<file path="config.mk">
export PLATFORM = sky130hd
export DESIGN_NAME = spi_lvl_ctrl
export DESIGN_NICKNAME = d
export VERILOG_FILES = /design/src/rtl/spi_lvl_pkg.sv /design/src/rtl/spi_lvl_regs.sv /design/src/rtl/spi_lvl_thresh.sv /design/src/rtl/spi_lvl_count.sv /design/src/rtl/spi_lvl_ctrl.sv
export SDC_FILE = /design/constraint.sdc
export NUM_CORES = 1
export LEC_CHECK = 0
export CAP_MARGIN = 25
export CORE_ASPECT_RATIO = 1.2
export CORE_MARGIN = 8
export CORE_UTILIZATION = 53
export DETAILED_ROUTE_END_ITERATION = 7
export PLACE_DENSITY = 0.93
export SYNTH_ARGS = -nofsm -noshare
export SYNTH_HDL_FRONTEND = slang
export SYNTH_SLANG_ARGS = --single-unit
</file>
<file path="constraint.sdc">
create_clock -name clk -period 3.8 [get_ports clk]
set_clock_uncertainty 0.2 [all_clocks]
set_input_delay 0.76 -clock clk [delete_from_list [all_inputs] [get_ports clk]]
set_output_delay 0.76 -clock clk [all_outputs]
set_load 0.03 [all_outputs]
</file>
<file path="src/rtl/spi_lvl_pkg.sv">
package spi_lvl_pkg;

    parameter int CNT_W      = 16;
    parameter int LVL_W      = 8;
    parameter int FIFO_DEPTH = 16;
    parameter int OCC_W      = $clog2(FIFO_DEPTH + 1);
    parameter int REG_W      = CNT_W + 2 * LVL_W;

    typedef struct packed {
        logic [CNT_W-1:0] wcount;
        logic [LVL_W-1:0] rx_code;
        logic [LVL_W-1:0] tx_code;
    } lvl_cfg_t;

    typedef enum logic {DIR_RX = 1'b0, DIR_TX = 1'b1} dir_e;

    // n-1 coded level, clamped to the FIFO depth
    function automatic int lvl_bytes(input logic [LVL_W-1:0] code);
        if (int'(code) >= FIFO_DEPTH)
            return FIFO_DEPTH;
        return int'(code) + 1;
    endfunction

endpackage

</file>
<file path="src/rtl/spi_lvl_regs.sv">
module spi_lvl_regs
    import spi_lvl_pkg::*;
(
    input  logic             clk,
    input  logic             rst,
    input  logic             wr_en,
    input  logic [REG_W-1:0] wdata,
    input  logic             busy,
    input  logic             start,
    output lvl_cfg_t         cfg,
    output logic             idle_wr
);

    lvl_cfg_t cfg_q;
    lvl_cfg_t wr_word;

    assign wr_word = lvl_cfg_t'(wdata);
    assign idle_wr = wr_en && !busy && !start;

    always_ff @(posedge clk) begin
        if (rst) begin
            cfg_q <= '0;
        end else if (wr_en) begin
            cfg_q.rx_code <= wr_word.rx_code;
            cfg_q.tx_code <= wr_word.tx_code;
            if (idle_wr)
                cfg_q.wcount <= wr_word.wcount;
        end
    end

    assign cfg = cfg_q;

    p_cnt_frozen_r10: assert property (@(posedge clk) disable iff (rst)
        busy |=> $stable(cfg_q.wcount));

endmodule

</file>
<file path="src/rtl/spi_lvl_thresh.sv">
module spi_lvl_thresh
    import spi_lvl_pkg::*;
#(
    parameter dir_e DIR   = DIR_RX,
    parameter int   DEPTH = FIFO_DEPTH
) (
    input  logic             clk,
    input  logic             rst,
    input  logic             en,
    input  logic [OCC_W-1:0] occ,
    input  logic [LVL_W-1:0] code,
    output logic             req
);

    logic hit;
    logic req_q;

    generate
        if (DIR == DIR_RX) begin : g_rx
            always_comb hit = int'(occ) >= lvl_bytes(code);
        end else begin : g_tx
            always_comb hit = (DEPTH - int'(occ)) >= lvl_bytes(code);
        end
    endgenerate

    always_ff @(posedge clk) begin
        if (rst) req_q <= 1'b0;
        else     req_q <= en && hit;
    end

    assign req = req_q;

    p_gate_r6: assert property (@(posedge clk) disable iff (rst)
        !en |=> !req);

    generate
        if (DIR == DIR_RX) begin : g_a_rx
            p_full_req_r3: assert property (@(posedge clk) disable iff (rst)
                (en && int'(occ) >= DEPTH) |=> req);
        end else begin : g_a_tx
            p_empty_req_r4: assert property (@(posedge clk) disable iff (rst)
                (en && occ == '0) |=> req);
        end
    endgenerate

endmodule

</file>
<file path="src/rtl/spi_lvl_count.sv">
module spi_lvl_count
    import spi_lvl_pkg::*;
(
    input  logic             clk,
    input  logic             rst,
    input  logic             start,
    input  logic             word_done,
    input  logic             idle_wr,
    input  logic [CNT_W-1:0] target,
    output logic [CNT_W-1:0] idx,
    output logic             active,
    output logic             started,
    output logic             done_pulse
);

    logic [CNT_W-1:0] idx_q, idx_nxt;
    logic             act_q, strt_q, end_q;

    assign idx_nxt = idx_q + 1'b1;

    always_ff @(posedge clk) begin
        if (rst) begin
            idx_q  <= '0;
            act_q  <= 1'b0;
            strt_q <= 1'b0;
            end_q  <= 1'b0;
        end else begin
            end_q <= 1'b0;
            if (start) begin
                idx_q  <= '0;
                act_q  <= (target != '0);
                strt_q <= (target != '0);
            end else begin
                if (idle_wr)
                    strt_q <= 1'b0;
                if (act_q && word_done) begin
                    idx_q <= idx_nxt;
                    if (idx_nxt == target) begin
                        act_q <= 1'b0;
                        end_q <= 1'b1;
                    end
                end
            end
        end
    end

    assign idx        = idx_q;
    assign active     = act_q;
    assign started    = strt_q;
    assign done_pulse = end_q;

    p_idx_below_r8: assert property (@(posedge clk) disable iff (rst)
        act_q |-> (idx_q < target));
    p_end_single_r9: assert property (@(posedge clk) disable iff (rst)
        end_q |=> !end_q);
    p_end_at_count_r9: assert property (@(posedge clk) disable iff (rst)
        end_q |-> (idx_q == target && !act_q));
    p_zero_idle_r7: assert property (@(posedge clk) disable iff (rst)
        (start && target == '0) |=> !act_q);

endmodule

</file>
<file path="src/rtl/spi_lvl_ctrl.sv">
module spi_lvl_ctrl
    import spi_lvl_pkg::*;
(
    input  logic             clk,
    input  logic             rst,
    input  logic             reg_wr_en,
    input  logic [REG_W-1:0] reg_wdata,
    output logic [REG_W-1:0] reg_rdata,
    input  logic             xfer_start,
    input  logic             word_done,
    input  logic             rx_en,
    input  logic             tx_en,
    input  logic [OCC_W-1:0] rx_occ,
    input  logic [OCC_W-1:0] tx_occ,
    output logic             rx_req,
    output logic             tx_req,
    output logic             xfer_end,
    output logic             xfer_active
);

    lvl_cfg_t         cfg;
    lvl_cfg_t         view;
    logic             idle_wr;
    logic             started;
    logic [CNT_W-1:0] idx;

    spi_lvl_regs u_regs (
        .clk     (clk),
        .rst     (rst),
        .wr_en   (reg_wr_en),
        .wdata   (reg_wdata),
        .busy    (xfer_active),
        .start   (xfer_start),
        .cfg     (cfg),
        .idle_wr (idle_wr)
    );

    spi_lvl_count u_count (
        .clk        (clk),
        .rst        (rst),
        .start      (xfer_start),
        .word_done  (word_done),
        .idle_wr    (idle_wr),
        .target     (cfg.wcount),
        .idx        (idx),
        .active     (xfer_active),
        .started    (started),
        .done_pulse (xfer_end)
    );

    spi_lvl_thresh #(.DIR(DIR_RX), .DEPTH(FIFO_DEPTH)) u_rx (
        .clk  (clk),
        .rst  (rst),
        .en   (rx_en),
        .occ  (rx_occ),
        .code (cfg.rx_code),
        .req  (rx_req)
    );

    spi_lvl_thresh #(.DIR(DIR_TX), .DEPTH(FIFO_DEPTH)) u_tx (
        .clk  (clk),
        .rst  (rst),
        .en   (tx_en),
        .occ  (tx_occ),
        .code (cfg.tx_code),
        .req  (tx_req)
    );

    always_comb begin
        view = cfg;
        if (started)
            view.wcount = idx;
    end

    assign reg_rdata = view;

endmodule

</file>
# Word-level counts from Yosys, hierarchy flattened
# Index checks and enable logic that the tools add are counted.
# classes
add_sub_neg	4
n_lt_le_gt_ge	4
eq_ne	1
mux	13
n_bitwise	1
n_reduce_logical	15
# op_table
operator	n
$mux W32	2
$ge A32 B32 Y1	1
$ge A6 B32 Y1	1
$add A8 B1 Y9 const B	2
$add A16 B1 Y16 const B	1
$eq A16 B16 Y1	1
$ge A8 B5 Y1 const B	2
$mux W16	1
$reduce_bool A16 Y1	1
$mux W5	2
$mux W1	8
$reduce_bool A2 Y1	3
$sub A5 B5 Y6 const A	1
$logic_and A1 B1 Y1	5
$reduce_and A2 Y1	2
$reduce_or A3 Y1	1
$logic_not A1 Y1	2
$reduce_or A2 Y1	1
$not A1 Y1	1
# word_totals
ff_bits	53
in_bits	49
word_cells	47

# Longest topological paths before layout
# depth
depth_word	5
ltp_mapped	9
depth_no_buf	9

# Hierarchy
# Synthesis repeated with hierarchy kept, for this count alone.
# unflattened
hier_cells	388
hier_area_um2	3554.7
# modules_own_cells
module	n_inst	cells_each	area_per_inst_um2	seq_area_each_um2
spi_lvl_count	1	181	1460.2	380.4
spi_lvl_regs	1	122	1306.3	640.6
spi_lvl_thresh at u_tx	1	40	311.5	20.0
spi_lvl_ctrl	1	18	249.0	0.0
spi_lvl_thresh at u_rx	1	27	227.7	20.0

# Worst setup path before layout
# OpenSTA, ideal clock, no wires.
# synth_timing
path_kind	reg-to-output
startpoint	register u_count.strt_q, in the netlist u_count.started
endpoint	output port reg_rdata[18]
t_arrival_ns	1.436
required_ns	2.840
slack_ns	1.404
stages_incl_launch_ff	4
path_buffers	2
cell_sequence	dfxtp_1 clkbuf_1 clkbuf_1 o21ai_0
# synth_via
elab_chain_cells	1
# synth_rtl
element	line	source
start, declared	spi_lvl_count.sv:17	logic act_q, strt_q, end_q;
start signal, assigned	spi_lvl_count.sv:32	strt_q <= (target != '0);
$mux W16	spi_lvl_ctrl.sv:71	if (started)
end, declared	spi_lvl_ctrl.sv:8	output logic [REG_W-1:0] reg_rdata,
# No other way between the ends.

# Worst setup path in the final report
# layout_timing
startpoint	register u_count.strt_q, in the netlist u_count.started
endpoint	output port reg_rdata[23]
# Same word-level chain as after synthesis.

==> report_table.html <==
<table>
<tr><th>Metric</th><th>Value</th></tr>
<tr><th colspan="2">GRT</th></tr>
<tr><td>Via count of the first global-routing pass</td><td>2962</td></tr>
<tr><td>Global-route total usage across every layer</td><td>0.184</td></tr>
<tr><td>Global-route wire length before repair</td><td>13.2 mm</td></tr>
<tr><td>Leftover overflow at the end of global routing</td><td>0</td></tr>
<tr><td>Largest net degree at the start of global routing</td><td>33</td></tr>
<tr><td>Initial antenna violation count</td><td>0</td></tr>
<tr><th colspan="2">Final layout</th></tr>
<tr><td>Nets</td><td>516</td></tr>
<tr><td>Count of inserted antenna diode cells</td><td>0</td></tr>
<tr><td>Finished Layout Cells</td><td>530</td></tr>
<tr><td>Final Core Density</td><td>0.689</td></tr>
<tr><td>Share of final-layout standard cells stronger than drive strength 1</td><td>0.0759</td></tr>
<tr><td>Post-route design area</td><td>4120 sq um</td></tr>
<tr><td>Area growth, synth to finish</td><td>26.6%</td></tr>
<tr><th colspan="2">Timing</th></tr>
<tr><td>Remaining max-slew budget at the tightest pin</td><td>0.470</td></tr>
<tr><td>Highest clock rate</td><td>0.317 GHz</td></tr>
<tr><td>Post-layout worst setup margin</td><td>0.648 ns</td></tr>
<tr><td>Hold Violations, Final</td><td>0</td></tr>
<tr><td>Final period utilization</td><td>0.830</td></tr>
<tr><td>Final critical delay including setup and external delays</td><td>3.15 ns</td></tr>
<tr><td>Hold_ws</td><td>0.306 ns</td></tr>
<tr><td>Actual transition at the worst max-transition pin</td><td>0.793 ns</td></tr>
<tr><td>Final setup violation count</td><td>0</td></tr>
<tr><td>Setup repair after global routing missed its margin</td><td>no</td></tr>
<tr><td>Setup TNS Final</td><td>0 ns</td></tr>
<tr><td>Number of slew-limit violations in the final report</td><td>0</td></tr>
<tr><th colspan="2">Yosys</th></tr>
<tr><td>Synthesized netlist cell count</td><td>388</td></tr>
<tr><td>Most frequently used flop master after synthesis</td><td>sky130_fd_sc_hd__dfxtp_1</td></tr>
<tr><td>Share of the synthesized area in the top cell type</td><td>0.326</td></tr>
<tr><td>Number of enable flip-flop cells after synthesis</td><td>0</td></tr>
<tr><td>Cell variety after synth</td><td>46</td></tr>
<tr><td>Synthesis Warnings</td><td>0</td></tr>
<tr><td>Sequential element share of the synthesized area</td><td>0.326</td></tr>
<tr><td>Share of synthesized flip-flops with an asynchronous set or reset</td><td>0</td></tr>
<tr><td>Cell accounting for the most synthesized area</td><td>sky130_fd_sc_hd__dfxtp_1</td></tr>
<tr><td>Post-Syn Area</td><td>3250 sq um</td></tr>
<tr><td>Flops &amp; latches, synth</td><td>53</td></tr>
<tr><td>Post-synthesis average cell area</td><td>8.38 sq um</td></tr>
<tr><td>Cells taking the most area after synthesis</td><td>sky130_fd_sc_hd__dfxtp_1, sky130_fd_sc_hd__ha_1, sky130_fd_sc_hd__xnor2_1, sky130_fd_sc_hd__nand2_1, sky130_fd_sc_hd__mux2_2</td></tr>
<tr><th colspan="2">Setup path</th></tr>
<tr><td>Worst-case reg-to-reg path depth</td><td>7</td></tr>
<tr><td>Critical Path End Type</td><td>primary output</td></tr>
<tr><td>Reg-to-reg critical path startpoint</td><td>u_count.idx[0]</td></tr>
<tr><td>Worst setup path startpoint</td><td>u_count.started</td></tr>
<tr><td>Crit Path Max Fanout</td><td>18</td></tr>
<tr><td>Crit Path Class</td><td>reg2out</td></tr>
<tr><td>Arrival time worst endpoint</td><td>2.19 ns</td></tr>
<tr><td>Reg-to-reg slack, setup</td><td>1.26 ns</td></tr>
<tr><td>End of the critical path</td><td>reg_rdata[23]</td></tr>
<tr><td>Kind of start point of the critical path</td><td>register</td></tr>
<tr><td>Capture instance of the worst register-to-register path</td><td>u_count.active</td></tr>
<tr><td>Req. time, crit path</td><td>2.84 ns</td></tr>
<tr><th colspan="2">Power and ir drop</th></tr>
<tr><td>Sequential fraction of design power</td><td>0.496</td></tr>
<tr><td>Switching part of the total power</td><td>0.290</td></tr>
<tr><td>Worst vdd ir</td><td>0.179 mV</td></tr>
<tr><td>Pint</td><td>0.878 mW</td></tr>
<tr><td>PnR Total Power</td><td>1.24 mW</td></tr>
<tr><td>Share of total power in combinational logic</td><td>0.241</td></tr>
<tr><td>Total power divided by cell area</td><td>301 nW/um^2</td></tr>
<tr><td>Reported leakage power</td><td>1.55 nW</td></tr>
<tr><td>Clock share of power</td><td>0.263</td></tr>
<tr><td>Power spent charging and discharging nets</td><td>0.359 mW</td></tr>
<tr><th colspan="2">Detailed routing</th></tr>
<tr><td>Remaining design rule violation count</td><td>0</td></tr>
<tr><td>Post-route antenna net violation count</td><td>0</td></tr>
<tr><td>Iteration-0 DRC Markers</td><td>132</td></tr>
<tr><td>DR vias</td><td>2891</td></tr>
<tr><td>Post-DR vias/cell</td><td>5.45</td></tr>
<tr><td>Average wire per cell in the routed design</td><td>15.2 um</td></tr>
<tr><td>Overall routed net length</td><td>8.04 mm</td></tr>
<tr><td>DRT Pass-1 Iters</td><td>4</td></tr>
<tr><th colspan="2">Clock network</th></tr>
<tr><td>Clock Sink Count</td><td>53</td></tr>
<tr><td>Root Buffer Master</td><td>sky130_fd_sc_hd__clkbuf_8</td></tr>
<tr><td>Clock transition time at the flip-flop clock pins of the worst setup and hold paths</td><td>0.09 ns</td></tr>
<tr><td>Clock Path Buffers</td><td>2</td></tr>
<tr><td>Clock buffer count from CTS</td><td>5</td></tr>
<tr><td>PostCTS Resize Cnt</td><td>0</td></tr>
<tr><td>Count of buffers added by post-CTS timing repair for setup</td><td>0</td></tr>
<tr><td>Clock tree from TritonCTS</td><td>done</td></tr>
<tr><td>Count of hold buffers inserted by post-cts repair</td><td>0</td></tr>
<tr><td>Clock latency reported for the late side of the worst-skew pair</td><td>0.30 ns</td></tr>
<tr><td>Maximum level of the CTS H-tree</td><td>2</td></tr>
<tr><th colspan="2">Die</th></tr>
<tr><td>Die Footprint</td><td>8910 sq um</td></tr>
<tr><td>Core footprint</td><td>5970 sq um</td></tr>
<tr><td>Initial Util</td><td>0.545</td></tr>
<tr><td>Cell row count</td><td>31</td></tr>
<tr><td>Number of top-level pins</td><td>85</td></tr>
<tr><td>Die height</td><td>102 um</td></tr>
<tr><td>Die W</td><td>87.5 um</td></tr>
<tr><th colspan="2">Placement</th></tr>
<tr><td>Global placement routability congestion</td><td>0.870</td></tr>
<tr><td>Placed Instances</td><td>523</td></tr>
<tr><td>Pre-CTS WS</td><td>0.820 ns</td></tr>
<tr><td>Instance area at placement</td><td>4030 sq um</td></tr>
<tr><td>IO Port Bufs</td><td>84</td></tr>
<tr><td>Post-detailed-placement half-perimeter wirelength</td><td>6.35 mm</td></tr>
<tr><th colspan="2">Outcome</th></tr>
<tr><td>Result of the run</td><td>finished, final reports clean</td></tr>
<tr><th colspan="2">Flow run</th></tr>
<tr><td>Maxcap violations</td><td>0</td></tr>
<tr><th colspan="2">Worst hold path</th></tr>
<tr><td>Path type of the worst min-delay path</td><td>reg2reg</td></tr>
</table>
critical path, stage by stage (launching register included):
cell,delay (ns)
sky130_fd_sc_hd__dfxtp_1,0.85
sky130_fd_sc_hd__mux2_2,0.43
sky130_fd_sc_hd__clkdlybuf4s50_1,0.61
layout by cell type (no fill, tap or decap), types with 2 or more instances in the layout:
master,netlist,final
sky130_fd_sc_hd__nor3_1,4,4
sky130_fd_sc_hd__inv_1,9,9
sky130_fd_sc_hd__or3_1,6,6
sky130_fd_sc_hd__clkdlybuf4s50_1,0,84
sky130_fd_sc_hd__or2_2,3,3
sky130_fd_sc_hd__a31oi_1,3,3
sky130_fd_sc_hd__or4_1,3,3
sky130_fd_sc_hd__nor3b_1,3,3
sky130_fd_sc_hd__dfxtp_1,53,53
sky130_fd_sc_hd__nand4_1,3,3
sky130_fd_sc_hd__a21o_1,6,6
sky130_fd_sc_hd__xor2_1,16,16
sky130_fd_sc_hd__conb_1,1,3
sky130_fd_sc_hd__clkbuf_8,0,6
sky130_fd_sc_hd__mux2i_1,16,16
sky130_fd_sc_hd__nor2_1,35,35
sky130_fd_sc_hd__o22ai_1,2,2
sky130_fd_sc_hd__buf_4,16,3
sky130_fd_sc_hd__a21oi_1,24,24
sky130_fd_sc_hd__nand3_1,10,10
sky130_fd_sc_hd__ha_1,19,19
sky130_fd_sc_hd__nand2b_1,6,6
sky130_fd_sc_hd__o21ai_0,8,8
sky130_fd_sc_hd__mux2_2,15,15
sky130_fd_sc_hd__xnor2_1,23,23
sky130_fd_sc_hd__nand2_1,53,53
sky130_fd_sc_hd__nor4_1,12,12
Yosys cell counts, drive strengths merged, types with 2 or more instances:
| master | number |
|---|---|
| nand3 | 11 |
| xor2 | 16 |
| buf | 19 |
| mux2 | 15 |
| xnor2 | 23 |
| nand2b | 6 |
| o21ai | 8 |
| ha | 19 |
| or2 | 3 |
| a21o | 6 |
| a21oi | 24 |
| a31oi | 3 |
| or4 | 3 |
| nor3 | 4 |
| nor4 | 12 |
| clkbuf | 17 |
| nor3b | 3 |
| inv | 9 |
| nand2 | 53 |
| nor2 | 35 |
| a31o | 2 |
| o22ai | 2 |
| or3 | 7 |
| dfxtp | 53 |
| nand4 | 4 |
| mux2i | 16 |
area by class of cell:
| cell class | instances | area (sq um) |
|---|---|---|
| clock buffers | 6 | 82.6 |
| multi-input cells | 292 | 1970 |
| flip-flops and latches | 53 | 1060 |
| fillers | 499 | 1860 |
| inverters | 9 | 33.8 |
| repair buffers | 87 | 863 |
| clock inverters | 1 | 7.51 |
| well taps | 82 | 103 |
metal layers:
layer | wire length [um] | part of all wire | up-vias | global-route usage
met5 | 0 | 0 | - | 0
met2 | 4210 | 0.52 | 93 | 0.336
met1 | 3130 | 0.39 | 1342 | 0.188
li1 | - | - | 1438 | -
met3 | 489 | 0.061 | 18 | 0.0547
met4 | 204 | 0.025 | 0 | 0.0809
sequential cells by signal (all words and copies together) (netlist names):
signal / count
u_count.done_pulse: 1
u_count.started: 1
u_regs.cfg: 32
u_rx.req: 1
u_count.idx: 16
u_count.active: 1
u_tx.req: 1
worst min path at each step:
stage                                  to  cells past startpoint       startpoint
after CTS                  u_regs.cfg[31]                      2   u_regs.cfg[31]
after global routing      u_count.idx[15]                      2  u_count.idx[15]
after global placement     u_regs.cfg[19]                      2   u_regs.cfg[19]
after floorplan            u_regs.cfg[17]                      2   u_regs.cfg[17]
after detailed placement   u_regs.cfg[16]                      2   u_regs.cfg[16]
final                      u_regs.cfg[16]                      2   u_regs.cfg[16]
power by group through the flow:
stage	sequential, mW	clock (mW)	combinational (mW)
after global routing	0.619	0.355	0.325
after detailed placement	0.627	0	0.299
final	0.614	0.325	0.298
after global placement	0.625	0	0.289
after floorplan	0.616	0	0.193
after CTS	0.614	0.335	0.301
cells by family after synthesis:
group | Yosys count | synth area share
xor gates and xnor gates | 39 | 0.105
AOI/OAI and AO/OA | 55 | 0.106
other | 1 | 0.00115
adders and majority gates | 19 | 0.0731
muxes | 31 | 0.101
DFF | 53 | 0.326
and+or+nand+nor | 145 | 0.216
buffers and inverters | 45 | 0.0715
Power figures use the tool's default switching activity.
